`src/rtl/dcdet_pkg.sv`:
```
package dcdet_pkg;

  // Magnitude of a signed two's-complement value, returned unsigned at the
  // same width; the most negative value maps to 2^(W-1) without overflow.
  function automatic logic [31:0] magnitude32(input logic [31:0] v, input int w);
    logic [31:0] m;
    m = v[w-1] ? (~v + 32'd1) : v;
    return m & ((32'd1 << w) - 32'd1);
  endfunction

endpackage

```
`src/rtl/dcdet_mag.sv`:
```
module dcdet_mag #(
  parameter int SAMPLE_W = 16
) (
  input  logic [SAMPLE_W-1:0] sample,
  input  logic [SAMPLE_W-1:0] level,
  output logic                over
);
  import dcdet_pkg::*;

  localparam int PAD_W = 32 - SAMPLE_W;

  logic [31:0] sample_ext;
  logic [31:0] mag32;
  logic [SAMPLE_W-1:0] mag;

  always_comb begin
    sample_ext = {{PAD_W{sample[SAMPLE_W-1]}}, sample};
    mag32      = magnitude32(sample_ext, SAMPLE_W);
    mag        = mag32[SAMPLE_W-1:0];
    over       = (mag >= level);
  end

endmodule

```
`src/rtl/dcdet_chan.sv`:
```
module dcdet_chan #(
  parameter int DUR_W = 12
) (
  input  logic             clk,
  input  logic             rst,
  input  logic             over,
  input  logic             tick,
  input  logic [DUR_W-1:0] duration,
  input  logic             shutdown_en,
  input  logic             clr,
  output logic             det,
  output logic             shut,
  output logic             shut_nxt
);
  localparam logic [DUR_W-1:0] CNT_MAX = {DUR_W{1'b1}};

  logic [DUR_W-1:0] cnt_q;
  logic [DUR_W-1:0] cnt_upd;
  logic             trig;
  logic             det_q, shut_q;
  logic             det_nxt;

  always_comb begin
    if (tick && cnt_q != CNT_MAX) cnt_upd = cnt_q + 1'b1;
    else                          cnt_upd = cnt_q;
    trig = over && (cnt_upd >= duration);
    if (clr) begin
      det_nxt  = 1'b0;
      shut_nxt = 1'b0;
    end else begin
      det_nxt  = det_q  | trig;
      shut_nxt = shut_q | (trig & shutdown_en);
    end
  end

  always_ff @(posedge clk) begin
    if (rst) begin
      cnt_q  <= '0;
      det_q  <= 1'b0;
      shut_q <= 1'b0;
    end else begin
      cnt_q  <= over ? cnt_upd : '0;
      det_q  <= det_nxt;
      shut_q <= shut_nxt;
    end
  end

  assign det  = det_q;
  assign shut = shut_q;


  cnt_restart_chk: assert property (@(posedge clk) disable iff (rst)
    !over |=> (cnt_q == '0));


  det_needs_over_chk: assert property (@(posedge clk) disable iff (rst)
    $rose(det_q) |-> $past(over));


  clear_empties_chk: assert property (@(posedge clk) disable iff (rst)
    clr |=> (!det_q && !shut_q));


  shut_needs_enable_chk: assert property (@(posedge clk) disable iff (rst)
    $rose(shut_q) |-> $past(shutdown_en));


  shut_implies_det_chk: assert property (@(posedge clk) disable iff (rst)
    shut_q |-> det_q);

endmodule

```
`src/rtl/dc_offset_monitor.sv`:
```
module dc_offset_monitor #(
  parameter int NUM_CH   = 4,
  parameter int SAMPLE_W = 16,
  parameter int DUR_W    = 12
) (
  input  logic                       clk,
  input  logic                       rst,
  input  logic [NUM_CH*SAMPLE_W-1:0] samples,
  input  logic                       tick,
  input  logic [SAMPLE_W-1:0]        level,
  input  logic [DUR_W-1:0]           duration,
  input  logic                       shutdown_en,
  input  logic [NUM_CH-1:0]          clear,
  output logic [NUM_CH-1:0]          detect,
  output logic [NUM_CH-1:0]          shutdown_req,
  output logic                       fault
);
  logic [NUM_CH-1:0] over_v;
  logic [NUM_CH-1:0] shut_nxt_v;
  logic              fault_q;

  for (genvar i = 0; i < NUM_CH; i++) begin : g_ch
    dcdet_mag #(.SAMPLE_W(SAMPLE_W)) u_mag (
      .sample (samples[i*SAMPLE_W +: SAMPLE_W]),
      .level  (level),
      .over   (over_v[i])
    );

    dcdet_chan #(.DUR_W(DUR_W)) u_chan (
      .clk         (clk),
      .rst         (rst),
      .over        (over_v[i]),
      .tick        (tick),
      .duration    (duration),
      .shutdown_en (shutdown_en),
      .clr         (clear[i]),
      .det         (detect[i]),
      .shut        (shutdown_req[i]),
      .shut_nxt    (shut_nxt_v[i])
    );
  end

  always_ff @(posedge clk) begin
    if (rst) fault_q <= 1'b0;
    else     fault_q <= |shut_nxt_v;
  end

  assign fault = fault_q;


  fault_tracks_shut_chk: assert property (@(posedge clk) disable iff (rst)
    fault == (|shutdown_req));

endmodule

```
`config.mk`:
```
export PLATFORM = sky130hd
export DESIGN_NAME = dc_offset_monitor
export DESIGN_NICKNAME = d
export VERILOG_FILES = /design/src/rtl/dcdet_pkg.sv /design/src/rtl/dcdet_mag.sv /design/src/rtl/dcdet_chan.sv /design/src/rtl/dc_offset_monitor.sv
export SDC_FILE = /design/constraint.sdc
export NUM_CORES = 1
export LEC_CHECK = 0
export BUFFER_PORTS_ARGS = -buffer_cell sky130_fd_sc_hd__buf_4
export CORE_MARGIN = 2
export CORE_UTILIZATION = 48
export DETAILED_ROUTE_END_ITERATION = 8
export PLACE_DENSITY_LB_ADDON = 0.1
export REMOVE_ABC_BUFFERS = 1
export SLEW_MARGIN = 10
export SYNTH_ARGS = -nofsm -noshare
export SYNTH_HDL_FRONTEND = slang
export SYNTH_SLANG_ARGS = --single-unit
export TNS_END_PERCENT = 50
```
`constraint.sdc`:
```
create_clock -name clk -period 3.7 [get_ports clk]
set_input_delay 0.74 -clock clk [delete_from_list [all_inputs] [get_ports clk]]
set_output_delay 0.74 -clock clk [all_outputs]
set_load 0.01 [all_outputs]
```
# ---- Word level (Yosys, flattened, before mapping)
# Cells that the tools add are included.
dict set report totals {
  regBits 57
  input_bits 100
  out_inout_bits 9
  word_cells 82
}
dict set report op_classes {
  addsub 8
  magnitude_cmp 8
  eq_ne 4
  n_mux 12
  bitwise_logic 20
  reduce_logical 17
}
# cell count
set ops {}
lappend ops {{adder 16 x 1 -> 16 bit, second input constant} 4}
lappend ops {{greater-or-equal comparator 16 bit} 4}
lappend ops {{two-way mux 16 bit} 4}
lappend ops {{NOT 16 bit} 4}
lappend ops {{adder 12 x 1 -> 12 bit, second input constant} 4}
lappend ops {{greater-or-equal comparator 12 bit} 4}
lappend ops {{two-way mux 12 bit} 4}
lappend ops {{!= test 12 bit, second input constant} 4}
lappend ops {{OR reduction 2 bit} 8}
lappend ops {{logical AND 1 bit} 8}
lappend ops {{OR 1 bit} 8}
lappend ops {{bitwise AND 1 bit} 4}
lappend ops {{two-way mux 1 bit} 4}
lappend ops {{NOT 1 bit} 4}
lappend ops {{OR reduction 4 bit} 1}

# ---- Longest topological paths before layout
# Gate-level depths: netlist of the first run.
dict set report logic_depth {
  depth_word 9
  depth_mapped 15
  ltp_nobuf 15
}

# ---- Cells and area by module
# From an unflattened synthesis of the first run, not the netlist that was laid out.
dict set report unflattened {
  cells_unflattened 943
  area_unflattened_um2 7126.8
}
# module n_inst cells_per_inst area_per_inst_um2 seq_area_each_um2
set by_module_without_submodules {}
lappend by_module_without_submodules {dcdet_chan 4 136 1072.3 280.3}
lappend by_module_without_submodules {dcdet_mag 4 99 701.9 0.0}
lappend by_module_without_submodules {dc_offset_monitor 1 3 30.0 20.0}

# ---- Least setup slack after synthesis of the first run
# No wires, ideal clock.
dict set report synth_path {
  kind {in2reg}
  from {in samples[5]}
  to {reg fault_q (netlist: fault)}
  setup_ps 134
  arrival_time_ps 3583
  required_time_ps 3566
  path_slack_ps -17
  stages 14
  n_path_buf 0
  path_cell_list {nor4_1 nand2b_1 nor2_1 nand3_1 o41ai_1 xnor2_1 ha_1 a21oi_1 o21ai_0 a221o_1 or3_4 a31oi_1 nor3_1 or4_1}
}
dict set report synth_between {
  elab_chain_cells 9
}
# item line_no
set synth_rtl {}
lappend synth_rtl {{start: declaration} dc_offset_monitor.sv:8} ;# input logic [NUM_CH*SAMPLE_W-1:0] samples,
lappend synth_rtl {{NOT 16 bit} dcdet_pkg.sv:7} ;# m = v[w-1] ? (~v + 32'd1) : v;
lappend synth_rtl {{adder 16 x 1 -> 16 bit} dcdet_pkg.sv:7}
lappend synth_rtl {{two-way mux 16 bit *} dcdet_pkg.sv:7}
lappend synth_rtl {{greater-or-equal comparator 16 bit *} dcdet_mag.sv:20} ;# over = (mag >= level);
lappend synth_rtl {{logical AND 1 bit *} dcdet_chan.sv:26} ;# trig = over && (cnt_upd >= duration);
lappend synth_rtl {{bitwise AND 1 bit *} dcdet_chan.sv:32} ;# shut_nxt = shut_q | (trig & shutdown_en);
lappend synth_rtl {{OR 1 bit *} dcdet_chan.sv:32}
lappend synth_rtl {{two-way mux 1 bit *} dcdet_chan.sv:27} ;# if (clr) begin
lappend synth_rtl {{OR reduction 4 bit *} dc_offset_monitor.sv:45} ;# else fault_q <= |shut_nxt_v;
lappend synth_rtl {{end signal: assignment} dc_offset_monitor.sv:45}
lappend synth_rtl {{end: declaration} dc_offset_monitor.sv:20} ;# logic fault_q;
# Mark *: on every way between the ends. The rest lies on a longest branch, timed or not.
# A chain may end at the register's enable or synchronous reset.

# ---- Worst setup path in the final report of the first run
dict set report layout_path {
  from {in samples[18]}
  to {reg fault_q (netlist: fault)}
}
# Same word-level chain as after synthesis.

==> summary.txt, run 1 <==
Run status
  – Outcome: completed

Finish
  – Filler cell count: 1095
  – Final nets: 1150
  – Syn-to-layout area delta: 32.23%
  – Final Core Density: 0.6453
  – N_diodes: 0
  – Post-layout instance area: between 8000 and 9000 um2
  – Layout cell share with drive strength beyond 1: 0.2420

Run
  – Max cap viols: 0

Clock network
  – Clock tree sinks: 57
  – Root buf cell: clkbuf_16
  – Maximum clock path buffer count: 2
  – Clk Latency, worst-skew pair: 330 ps
  – H-tree Lvls: 3
  – Clk slew on worst S/H paths: 50 ps
  – CTS Buf Count: 9
  – TritonCTS clock tree: done

Setup path
  – Worst path most repeated cell: buf_4
  – Crit-path slowest cell: or4_1
  – Critical Path AT: 3800 ps
  – CP required: ~3900 ps
  – Worst setup path category: in -> reg
  – Critical Path Fanout Max: 3
  – Crit-path cells: buf_4 -> nor4_4 -> inv_2 -> nor3_4 -> buf_4 -> nand2_2 -> o31ai_4 -> xnor2_1 -> ha_1 -> nand2_1 -> o21ai_1 -> a221oi_2 -> o31a_1 -> a221o_1 -> nor3_2 -> or4_1
  – Critical path endpoint category: flip-flop
  – R2r setup slk: 220 ps
  – CP startpoint kind: input pin
  – Worst path depth: 16
  – Crit-path max cell delay: 450 ps
  – Buffers & Inverters on Critical Path: 3
  – Worst Reg-to-Reg Cells: 13
  – CP top delay family: simple AND/OR/NAND/NOR gates

Drt
  – DRC: 0
  – Final WL: 17.14 mm
  – Via-per-instance ratio: between 5 and 6
  – DR WL/cell: 15.50 um
  – First drt pass iteration count: 5
  – DRT iter0 DRCs: 248
  – Via count: ~6.1k
  – Antenna Violating Nets Remaining: 0

Floorplanning
  – Starting Density: 0.4880
  – Core Region: 12570 um2
  – Die span in y: 117.0 um
  – Die area: ~14000 um2
  – Die X: around 120 um
  – # IOs: 109
  – Row count: 41

Yosys
  – Asr flop ratio synth: 0
  – Yosys reg bits: 57
  – Synth cell types: 47
  – Main combinational cell family by area after synthesis: simple AND/OR/NAND/NOR gates
  – Most used DFF post-synth: dfxtp_1
  – Register area share after synthesis: 0.1860
  – Synth area leaders: ha_1 (24%), dfxtp_1 (19%), xnor2_1 (12%), nand2_1 (5.3%), nor2b_1 (4.7%)
  – Post-synth top area cell: ha_1
  – Post-Synth Simple-Gate Area: 0.2470
  – Mapped Area: 6133 um2
  – Complex-gate fraction of the synthesized area: 0.1438
  – Top-area cell type share of the netlist area: 0.2448
  – Syn Area/Cell: 8.049 um2
  – Post-synthesis adder-cell area fraction: 0.2448
  – Synth warnings: 0
  – Post-synthesis xor/xnor area fraction: 0.1371
  – Post-synthesis cell count: 762
  – EDFF count, synth: 0
  – Mux share of post-synthesis cell area: 0

Timing
  – Post-route setup slack: 109.3 ps
  – Tcrit/Tclk final: 0.9705
  – Clk_skew: 4.491 ps
  – RSZ-0062 raised after global routing: yes
  – Max Clk Rate: 278.5 MHz
  – Setup violators final: 0
  – Pins Over Slew Limit: 0
  – Fin. Hold Viols: 0
  – Minimum clock period after layout: ~3600 ps
  – Worst-margin pin slew: 437.8 ps
  – Max-slew headroom: 0.7006

Pwr
  – VDD IR max: 157.9 uV
  – P per Cell Area: 242.7 nW/um2
  – P_leak: 3.735 nW

GRT
  – Global route total overflow: 0
  – GRT Total Usage: 0.2497
  – Largest net degree at the start of global routing: 17
  – Number of antenna violations at the first check in global routing: 0
  – Vias in the first global route: 5851
  – First-pass GRT wire length: 26.70 mm

Place
  – Detail Placement HPWL: 14.13 mm
  – Placed instance area: 7560 um2
  – Buffers on Ports: 108
  – Setup WS pre-CTS: -403.5 ps
  – Gpl congestion: 0.8988

Hold path
  – Min-delay worst type: reg -> reg
  – Hold depth: 1
[final cells by class]
cell class                      instances  area [um2]  share of cell area
Clock buffer                           12       246.5             0.03039
Clock inverter                          3       17.52            0.002160
Inverter                               42       157.7             0.01944
Multi-Input combinational cell        646        4989              0.6151
Sequential cell                        57        1141              0.1407
Tap cell                              172       215.2             0.02653
Timing Repair Buffer                  174        1344              0.1657
[repair_timing]
| action | 4_1_cts | 5_1_grt |
|---|---|---|
| resized for setup | 6 | 46 |
| hold buffers | 0 | 0 |
| pin swaps | 0 | 14 |
| buffers inserted | 0 | 5 |
| endpoints found under the setup margin | 1 | 29 |
[kinds of logic after synthesis]
logic type / count (synthesis)
xor gates and xnor gates: 96
DFF: 57
adders and majority gates: 120
buffers and inverters: 59
and+or+nand+nor: 293
AOI/OAI and AO/OA: 137
[path summary, 6_finish.rpt]
| check | start | end |
|---|---|---|
| hold / removal | g_ch[1].u_chan.det | g_ch[1].u_chan.det |
| setup / recovery | samples[18] | fault |
| setup reg to reg | g_ch[3].u_chan.cnt_q[6] | fault |
| hold reg to reg | g_ch[1].u_chan.det | g_ch[1].u_chan.det |
[synth_stat cells (all sizes together), types with 10 or more instances]
cell type	instances
nand3	28
nand2	87
nand4	24
nor3	18
and3	10
o41ai	11
ha	120
xor2	15
xnor2	81
o31ai	10
inv	42
a21oi	37
nor2b	46
nor2	37
dfxtp	57
o21ai	40
nand2b	13
[power by group]
part	internal (mW)	total [mW]	switching, mW
registers	0.618	0.620	0.00247
clock network	0.464	0.742	0.278
logic	0.297	0.607	0.310
[metal layers]
metal | track usage | vias up | routed length (um)
li1 | - | 3067 | -
met1 | 0.2820 | 2791 | 7108
met2 | 0.4744 | 167 | 8799
met3 | 0.03502 | 42 | 704
met4 | 0.09176 | 0 | 532
met5 | 0 | - | 0
[sequential cells by signal, summed over array words and instances, names as in the netlist]
| register | flops |
|---|---|
| g_ch.u_chan.cnt_q | 48 |
| g_ch.u_chan.det | 4 |
| g_ch.u_chan.shut | 4 |
| fault | 1 |
[through the flow]
step / total power [mW] / hold WS (ps) / instances / setup TNS [ps]
2_1_floorplan: 0.9422 / 475.2 / 745 / -16.99
3_3_place_gp: 1.176 / 455.6 / 1086 / -5034
3_5_place_dp: 1.207 / 481.2 / 1086 / -11140
4_1_cts: 1.955 / 494.9 / 1101 / 0
5_1_grt: 2.081 / 499.6 / 1106 / -353.9
6_report: 1.969 / 491.1 / 1106 / 0
[cells in the final DEF (no fill, tap or decap), drive strengths merged, types with 10 or more instances in the layout]
cell type    n
and3        10
xnor2       81
nand2b      13
a21oi       37
buf        174
ha         120
nand2       87
o41ai       11
nor2b       46
xor2        15
inv         42
nand3       28
o31ai       10
o21ai       40
nor3        18
clkbuf      12
nor2        37
dfxtp       57
nand4       24
[worst register-to-register path, stage by stage, from the launching register on]
cell and delay (ps):
dfxtp_1 330, and3_1 200, and3_1 220, a311o_1 370, nor2_1 190, nand2_1 90, xnor2_1 290, ha_1 330
a21oi_1 130, o21ai_0 100, a21oi_1 120, o21ai_0 170, a32o_1 300, or4_1 500
Note: power is estimated with default switching activity, not from simulation.
==> run 2: changes to the inputs <==
--- a/config.mk
+++ b/config.mk
@@ -8,8 +8,9 @@
 export BUFFER_PORTS_ARGS = -buffer_cell sky130_fd_sc_hd__buf_4
 export CORE_MARGIN = 2
 export CORE_UTILIZATION = 48
+export CTS_CLUSTER_DIAMETER = 50
 export DETAILED_ROUTE_END_ITERATION = 8
-export PLACE_DENSITY_LB_ADDON = 0.1
+export PLACE_DENSITY = 0.73
 export REMOVE_ABC_BUFFERS = 1
 export SLEW_MARGIN = 10
 export SYNTH_ARGS = -nofsm -noshare
==> run 2 against run 1 <==
Against the previous run:
- the run now ends with negative setup slack left
- final area down 1.1%
- first-iteration DRC count decreased by 6.0%
- die area is the same
- hold slack worse by 16 ps
==> summary.txt, run 2 (synthesized netlist as in run 1, its figures left out) <==
Place
  – Detail Placement HPWL: 13.11 mm (-7.2%)
  – Setup WS pre-CTS: -484.3 ps (-80.77 ps)
  – Buffers on Ports: 108 (unchanged)
  – Gpl congestion: 0.9006 (+0.20%)
  – # placed instances: 1086 (unchanged)

Floorplanning
  – # IOs: 109 (unchanged)
  – Die span in y: 117.0 um (unchanged)
  – Core Region: 12570 um2 (unchanged)
  – Die area: 13700 um2 (unchanged)
  – Starting Density: 0.4880 (unchanged)
  – Die X: 117.0 um (unchanged)
  – Row count: 41 (unchanged)

Clock network
  – H-tree Lvls: 3 (unchanged)
  – Clk slew on worst S/H paths: 50 ps (about the same)
  – TritonCTS clock tree: done
  – Clock tree sinks: 57 (unchanged)
  – Clk Latency, worst-skew pair: 320 ps (about the same)
  – Maximum clock path buffer count: 2 (unchanged)
  – CTS Buf Count: 9 (unchanged)
  – Root buf cell: clkbuf_16

Timing
  – Setup violators final: 1 (+1)
  – Max Clk Rate: 270.0 MHz (-3.0%)
  – Worst hold slack: 475.4 ps (-15.74 ps)
  – Pins Over Slew Limit: 0 (unchanged)
  – Max-slew headroom: 0.6600 (-0.04060)
  – Worst-margin pin slew: 504.7 ps (+66.88 ps)
  – Clk_skew: 3.717 ps (-0.7746 ps)
  – Tcrit/Tclk final: 1.001 (+0.03045)
  – Minimum clock period after layout: 3703 ps (+112.7 ps)
  – Post-route setup slack: -3.351 ps (-112.7 ps)
  – Fin. Hold Viols: 0 (unchanged)
  – RSZ-0062 raised after global routing: yes

Pwr
  – P per Cell Area: 244.4 nW/um2 (+0.68%)
  – Power, Total: 1.961 mW (-0.39%)
  – VDD IR max: 193.7 uV (+23%)
  – P_leak: 3.711 nW (-0.64%)

Finish
  – Post-route insts no fill: 1103 (-0.27%)
  – N_diodes: 0 (unchanged)
  – Largest register FFs: 48 (unchanged)
  – Layout cell share with drive strength beyond 1: 0.2299 (-0.01211)
  – Register area: 1141 um2 (unchanged)
  – Filler cell count: 1084 (-1.0%)
  – Footprint of the multi-input gates: 4933 um2 (-1.1%)
  – Largest Register: g_ch.u_chan.cnt_q
  – Syn-to-layout area delta: 30.82%
  – Most frequent cells in the layout: buf_4 (168), ha_1 (120), nand2_1 (87), xnor2_1 (81), dfxtp_1 (57)
  – Final nets: 1146 (-0.35%)
  – Commonest non-fill, non-tap cell in the layout: buf_4

Setup path
  – Critical Path AT: 3890 ps (+90 ps)
  – R2r setup slk: 140 ps (-80 ps)
  – Critical Path Fanout Max: 4 (+1)
  – CP required: 3890 ps (-20 ps)
  – Worst setup path category: in -> reg
  – CP startpoint kind: input pin
  – Critical path endpoint category: flip-flop

GRT
  – GRT Total Usage: 0.2379 (-0.01176)
  – Number of antenna violations at the first check in global routing: 0 (unchanged)
  – First-pass GRT wire length: 26.02 mm (-2.6%)
  – GR met2 Demand/Resource: 0.3946 (-0.07977)
  – Vias in the first global route: 5639 (-3.6%)
  – Largest net degree at the start of global routing: 17 (unchanged)
  – Grt met3 use: 0.04119 (+0.006179)
  – Met1 Usage GRT: 0.3215 (+0.03948)
  – Gr busiest metal: met2
  – Global route total overflow: 0 (unchanged)

Run status
  – Outcome: complete, but fails checks
  – Failing checks: negative setup slack

Drt
  – First drt pass iteration count: 5 (unchanged)
  – DR WL/cell: 14.48 um (-6.6%)
  – DRC: 0 (unchanged)
  – Final WL: 15.97 mm (-6.9%)
  – Via count: 5871 (-3.2%)
  – Antenna Violating Nets Remaining: 0 (unchanged)
  – Via-per-instance ratio: 5.323 (-3.0%)
  – DRT iter0 DRCs: 233 (-6.0%)

Run
  – Max cap viols: 0 (unchanged)

Hold path
  – Min-delay worst type: reg -> reg
-- run 2: repair_timing --
item,in CTS,in global routing
endpoints found under the setup margin,1,30
gates resized for setup,7,32
hold buffers,0,0
setup buffers,0,1
pin swaps,0,15
-- run 2: metal layers --
metal  vias up  share of wire
li1       3073              -
met1      2665           0.48
met2       117           0.46
met3        16          0.043
met4         0          0.013
met5         -              0
-- run 2: critical path: stages --
cell,delay [ps]
buf_4,120
nor4_4,260
buf_4,150
inv_2,40
nor3_4,240
nand3_4,130
o41ai_4,310
xnor2_1,120
ha_1,340
a21oi_2,160
o21ai_2,80
a221oi_2,250
o31a_1,250
a221o_1,190
nor3_2,50
or4_1,460
-- run 2: worst paths after layout --
check / startpoint / to / depth (start not counted)
min: g_ch[1].u_chan.det / g_ch[1].u_chan.det / 1
max reg2reg: g_ch[2].u_chan.cnt_q[0] / fault / 15
max: samples[18] / fault / 16
min reg2reg: g_ch[1].u_chan.det / g_ch[1].u_chan.det / 1
-- run 2: final cells by class --
cell class / instances / share of cell area
inverters: 42 / 0.01965
clock inverters: 3 / 0.001871
flip-flops and latches: 57 / 0.1422
well taps: 172 / 0.02682
multi-input cells: 646 / 0.6148
repair buffers: 170 / 0.1622
clock buffers: 13 / 0.03243
-- run 2: through the flow --
stage               area [um2]    util  setup TNS (ps)
finish                    8024  0.6384          -3.351
global route              8024  0.6384          -207.2
CTS                       7859  0.6253               0
detailed placement        7547  0.6005          -10180
global placement          7547  0.6005           -7351
floorplan                 6038       -          -16.99
-- run 2: power by group --
part / leakage (nW) / internal [mW] / switching [mW] / total (mW)
registers: 0.459 / 0.618 / 0.00263 / 0.620
clock network: 0.139 / 0.485 / 0.264 / 0.750
logic: 3.11 / 0.290 / 0.301 / 0.591
==> run 3: changes to the inputs <==
--- a/config.mk
+++ b/config.mk
@@ -7,12 +7,13 @@
 export LEC_CHECK = 0
 export BUFFER_PORTS_ARGS = -buffer_cell sky130_fd_sc_hd__buf_4
 export CORE_MARGIN = 2
-export CORE_UTILIZATION = 48
+export CORE_UTILIZATION = 50
 export CTS_CLUSTER_DIAMETER = 50
 export DETAILED_ROUTE_END_ITERATION = 8
-export PLACE_DENSITY = 0.73
+export PLACE_DENSITY = 0.75
+export RECOVER_POWER = 50
 export REMOVE_ABC_BUFFERS = 1
-export SLEW_MARGIN = 10
+export SLEW_MARGIN = 20
 export SYNTH_ARGS = -nofsm -noshare
 export SYNTH_HDL_FRONTEND = slang
 export SYNTH_SLANG_ARGS = --single-unit
==> run 3 against run 2 <==
Against the previous run:
- final area shrank 0.28%
- the flow still finishes with violations (negative setup slack)
- die area shrank 3.9%
- largest power group unchanged
- sequential cell count is the same
- count of clock-buffer cells in the layout is the same
- routed wire length grew 1.7%
- worst setup slack lost 18 ps
==> summary.txt, run 3 (synthesized netlist as in run 1, its figures left out) <==
Drt
  – DRC: 0 (unchanged)
  – Final WL: 16.24 mm (+1.7%)
  – Via count: 5913 (+0.72%)
  – Via-per-instance ratio: 5.511 (+3.5%)
  – DRT iter0 DRCs: 308 (+32%)
  – Antenna Violating Nets Remaining: 0 (unchanged)
  – First drt pass iteration count: 5 (unchanged)
  – DR WL/cell: 15.14 um (+4.5%)

GRT
  – Global route total overflow: 0 (unchanged)
  – GRT Total Usage: 0.2474 (+0.009485)
  – Vias in the first global route: 5611 (-0.50%)
  – Largest net degree at the start of global routing: 17 (unchanged)
  – First-pass GRT wire length: 26.14 mm (+0.48%)
  – Number of antenna violations at the first check in global routing: 0 (unchanged)

Timing
  – Setup violators final: 1 (unchanged)
  – Worst hold slack: 465.3 ps (-10.08 ps)
  – RSZ-0062 raised after global routing: yes
  – Minimum clock period after layout: 3721 ps (+18.09 ps)
  – Worst-margin pin slew: 525.4 ps (+20.73 ps)
  – Clk_skew: 3.846 ps (+0.1297 ps)
  – Fin. Hold Viols: 0 (unchanged)
  – Max Clk Rate: 268.7 MHz (-0.49%)
  – Pins Over Slew Limit: 0 (unchanged)
  – Tcrit/Tclk final: 1.006 (+0.004890)
  – Post-route setup slack: -21.44 ps (-18.09 ps)
  – Max-slew headroom: 0.6460 (-0.01397)

Clock network
  – Clk slew on worst S/H paths: 50 ps (about the same)
  – Maximum clock path buffer count: 2 (unchanged)
  – H-tree Lvls: 3 (unchanged)
  – CTS Hold Bufs: 0 (unchanged)
  – Root buf cell: clkbuf_16
  – TritonCTS clock tree: done
  – CTS Buf Count: 9 (unchanged)
  – Clock tree sinks: 57 (unchanged)
  – Clk Latency, worst-skew pair: 330 ps (about the same)

Pwr
  – P per Cell Area: 245.8 nW/um2 (+0.59%)
  – VDD IR max: 200.8 uV (+3.7%)
  – Power, Total: 1.967 mW (+0.31%)
  – P_leak: 3.669 nW (-1.1%)

Finish
  – Post-layout instance area: 8001 um2 (-0.28%)
  – Largest register FFs: 48 (unchanged)
  – Largest Register: g_ch.u_chan.cnt_q
  – Filler cell count: 1020 (-5.9%)
  – Syn-to-layout area delta: 30.46%
  – Layout cell share with drive strength beyond 1: 0.2225 (-0.007398)
  – Final nets: 1144 (-0.17%)
  – Most frequent cells in the layout: buf_4 (153), ha_1 (120), nand2_1 (87), xnor2_1 (81), dfxtp_1 (57)
  – Commonest non-fill, non-tap cell in the layout: buf_4
  – N_diodes: 0 (unchanged)
  – Post-route insts no fill: 1073 (-2.7%)

Setup path
  – CP required: 3890 ps (about the same)
  – Critical path endpoint category: flip-flop
  – Critical Path AT: 3920 ps (+30 ps)
  – Critical Path Fanout Max: 4 (unchanged)
  – Worst setup path category: in -> reg
  – CP startpoint kind: input pin

Floorplanning
  – Die span in y: 114.8 um (-2.0%)
  – Die X: 114.8 um (-2.0%)
  – Core Region: 12010 um2 (-4.4%)
  – # IOs: 109 (unchanged)
  – Row count: 40 (-2.4%)
  – Starting Density: 0.5106 (+0.02262)
  – Die area: 13170 um2 (-3.9%)

Place
  – Buffers on Ports: 108 (unchanged)
  – Setup WS pre-CTS: -405.3 ps (+79.02 ps)
  – Detail Placement HPWL: 13.03 mm (-0.61%)
  – # placed instances: 1058 (-2.6%)
  – Placed instance area: 7506 um2 (-0.55%)
  – Gpl congestion: 0.8524 (-5.4%)

Hold path
  – Min-delay worst type: reg -> reg

Run status
  – Failing checks: negative setup slack
  – Outcome: complete, but fails checks

Run
  – Max cap viols: 0 (unchanged)
## run 3: cell count changes in the layout (fill, tap and decap cells not counted), sizes merged
| cell | change |
|---|---|
| buf | -11 |
| clkbuf | +9 |
| clkinv | -3 |
## run 3: metal layers
| layer | global-route usage | vias up | part of all wire |
|---|---|---|---|
| met1 | 0.3344 | 2683 | 0.47 |
| li1 | - | 3061 | - |
| met4 | 0.05783 | 0 | 0.022 |
| met5 | 0 | - | 0 |
| met3 | 0.04639 | 32 | 0.051 |
| met2 | 0.4114 | 137 | 0.45 |
## run 3: per-stage QoR
stage / utilization / TNS [ps]
after floorplan: - / -16.99
after global placement: 0.6249 / -7157
after detailed placement: 0.6249 / -9258
after CTS: 0.6491 / 0
after global routing: 0.6661 / -164.5
final: 0.6661 / -21.44
## run 3: layout make-up
cell class                 instances  area [um2]  area share
inverter                          42       157.7     0.01970
clock buffer                      13       270.3     0.03378
sequential                        57        1141      0.1426
multi-input combinational        646        4969      0.6210
timing repair buffer             168        1280      0.1600
tap                              147       183.9     0.02299
## run 3: path summary, 6_finish.rpt
path / start / end / slack (ps) / depth (start not counted)
worst max register to register: g_ch[0].u_chan.cnt_q[2] / fault / 140 / 13
worst min-delay path: g_ch[1].u_chan.det / g_ch[1].u_chan.det / 470 / 1
worst min register to register: g_ch[1].u_chan.det / g_ch[1].u_chan.det / 470 / 1
worst max-delay path: samples[2] / fault / -20 / 15
## run 3: critical path, cell delays in order
cell      delay, ps
buf_8           100
nor4_4          270
nand2b_1        120
nor2_2          190
nand3_4         130
buf_6           150
o31ai_4         220
xnor2_1         110
ha_1            310
and4_1          190
a221o_1         360
or3_4           410
a31oi_4         150
nor3_2           60
or4_1           410
## run 3: what timing repair did
item	CTS	global route
buffers inserted	0	2
gates resized for setup	3	40
pin swaps	0	14
endpoints found under the setup margin	1	29
## run 3: report_power, final
group	total (mW)	leakage (nW)	internal, mW	switching [mW]
sequential	0.621	0.459	0.618	0.00255
combinational	0.593	3.08	0.293	0.301
clock	0.753	0.134	0.494	0.259
total	1.97	3.67	1.41	0.562
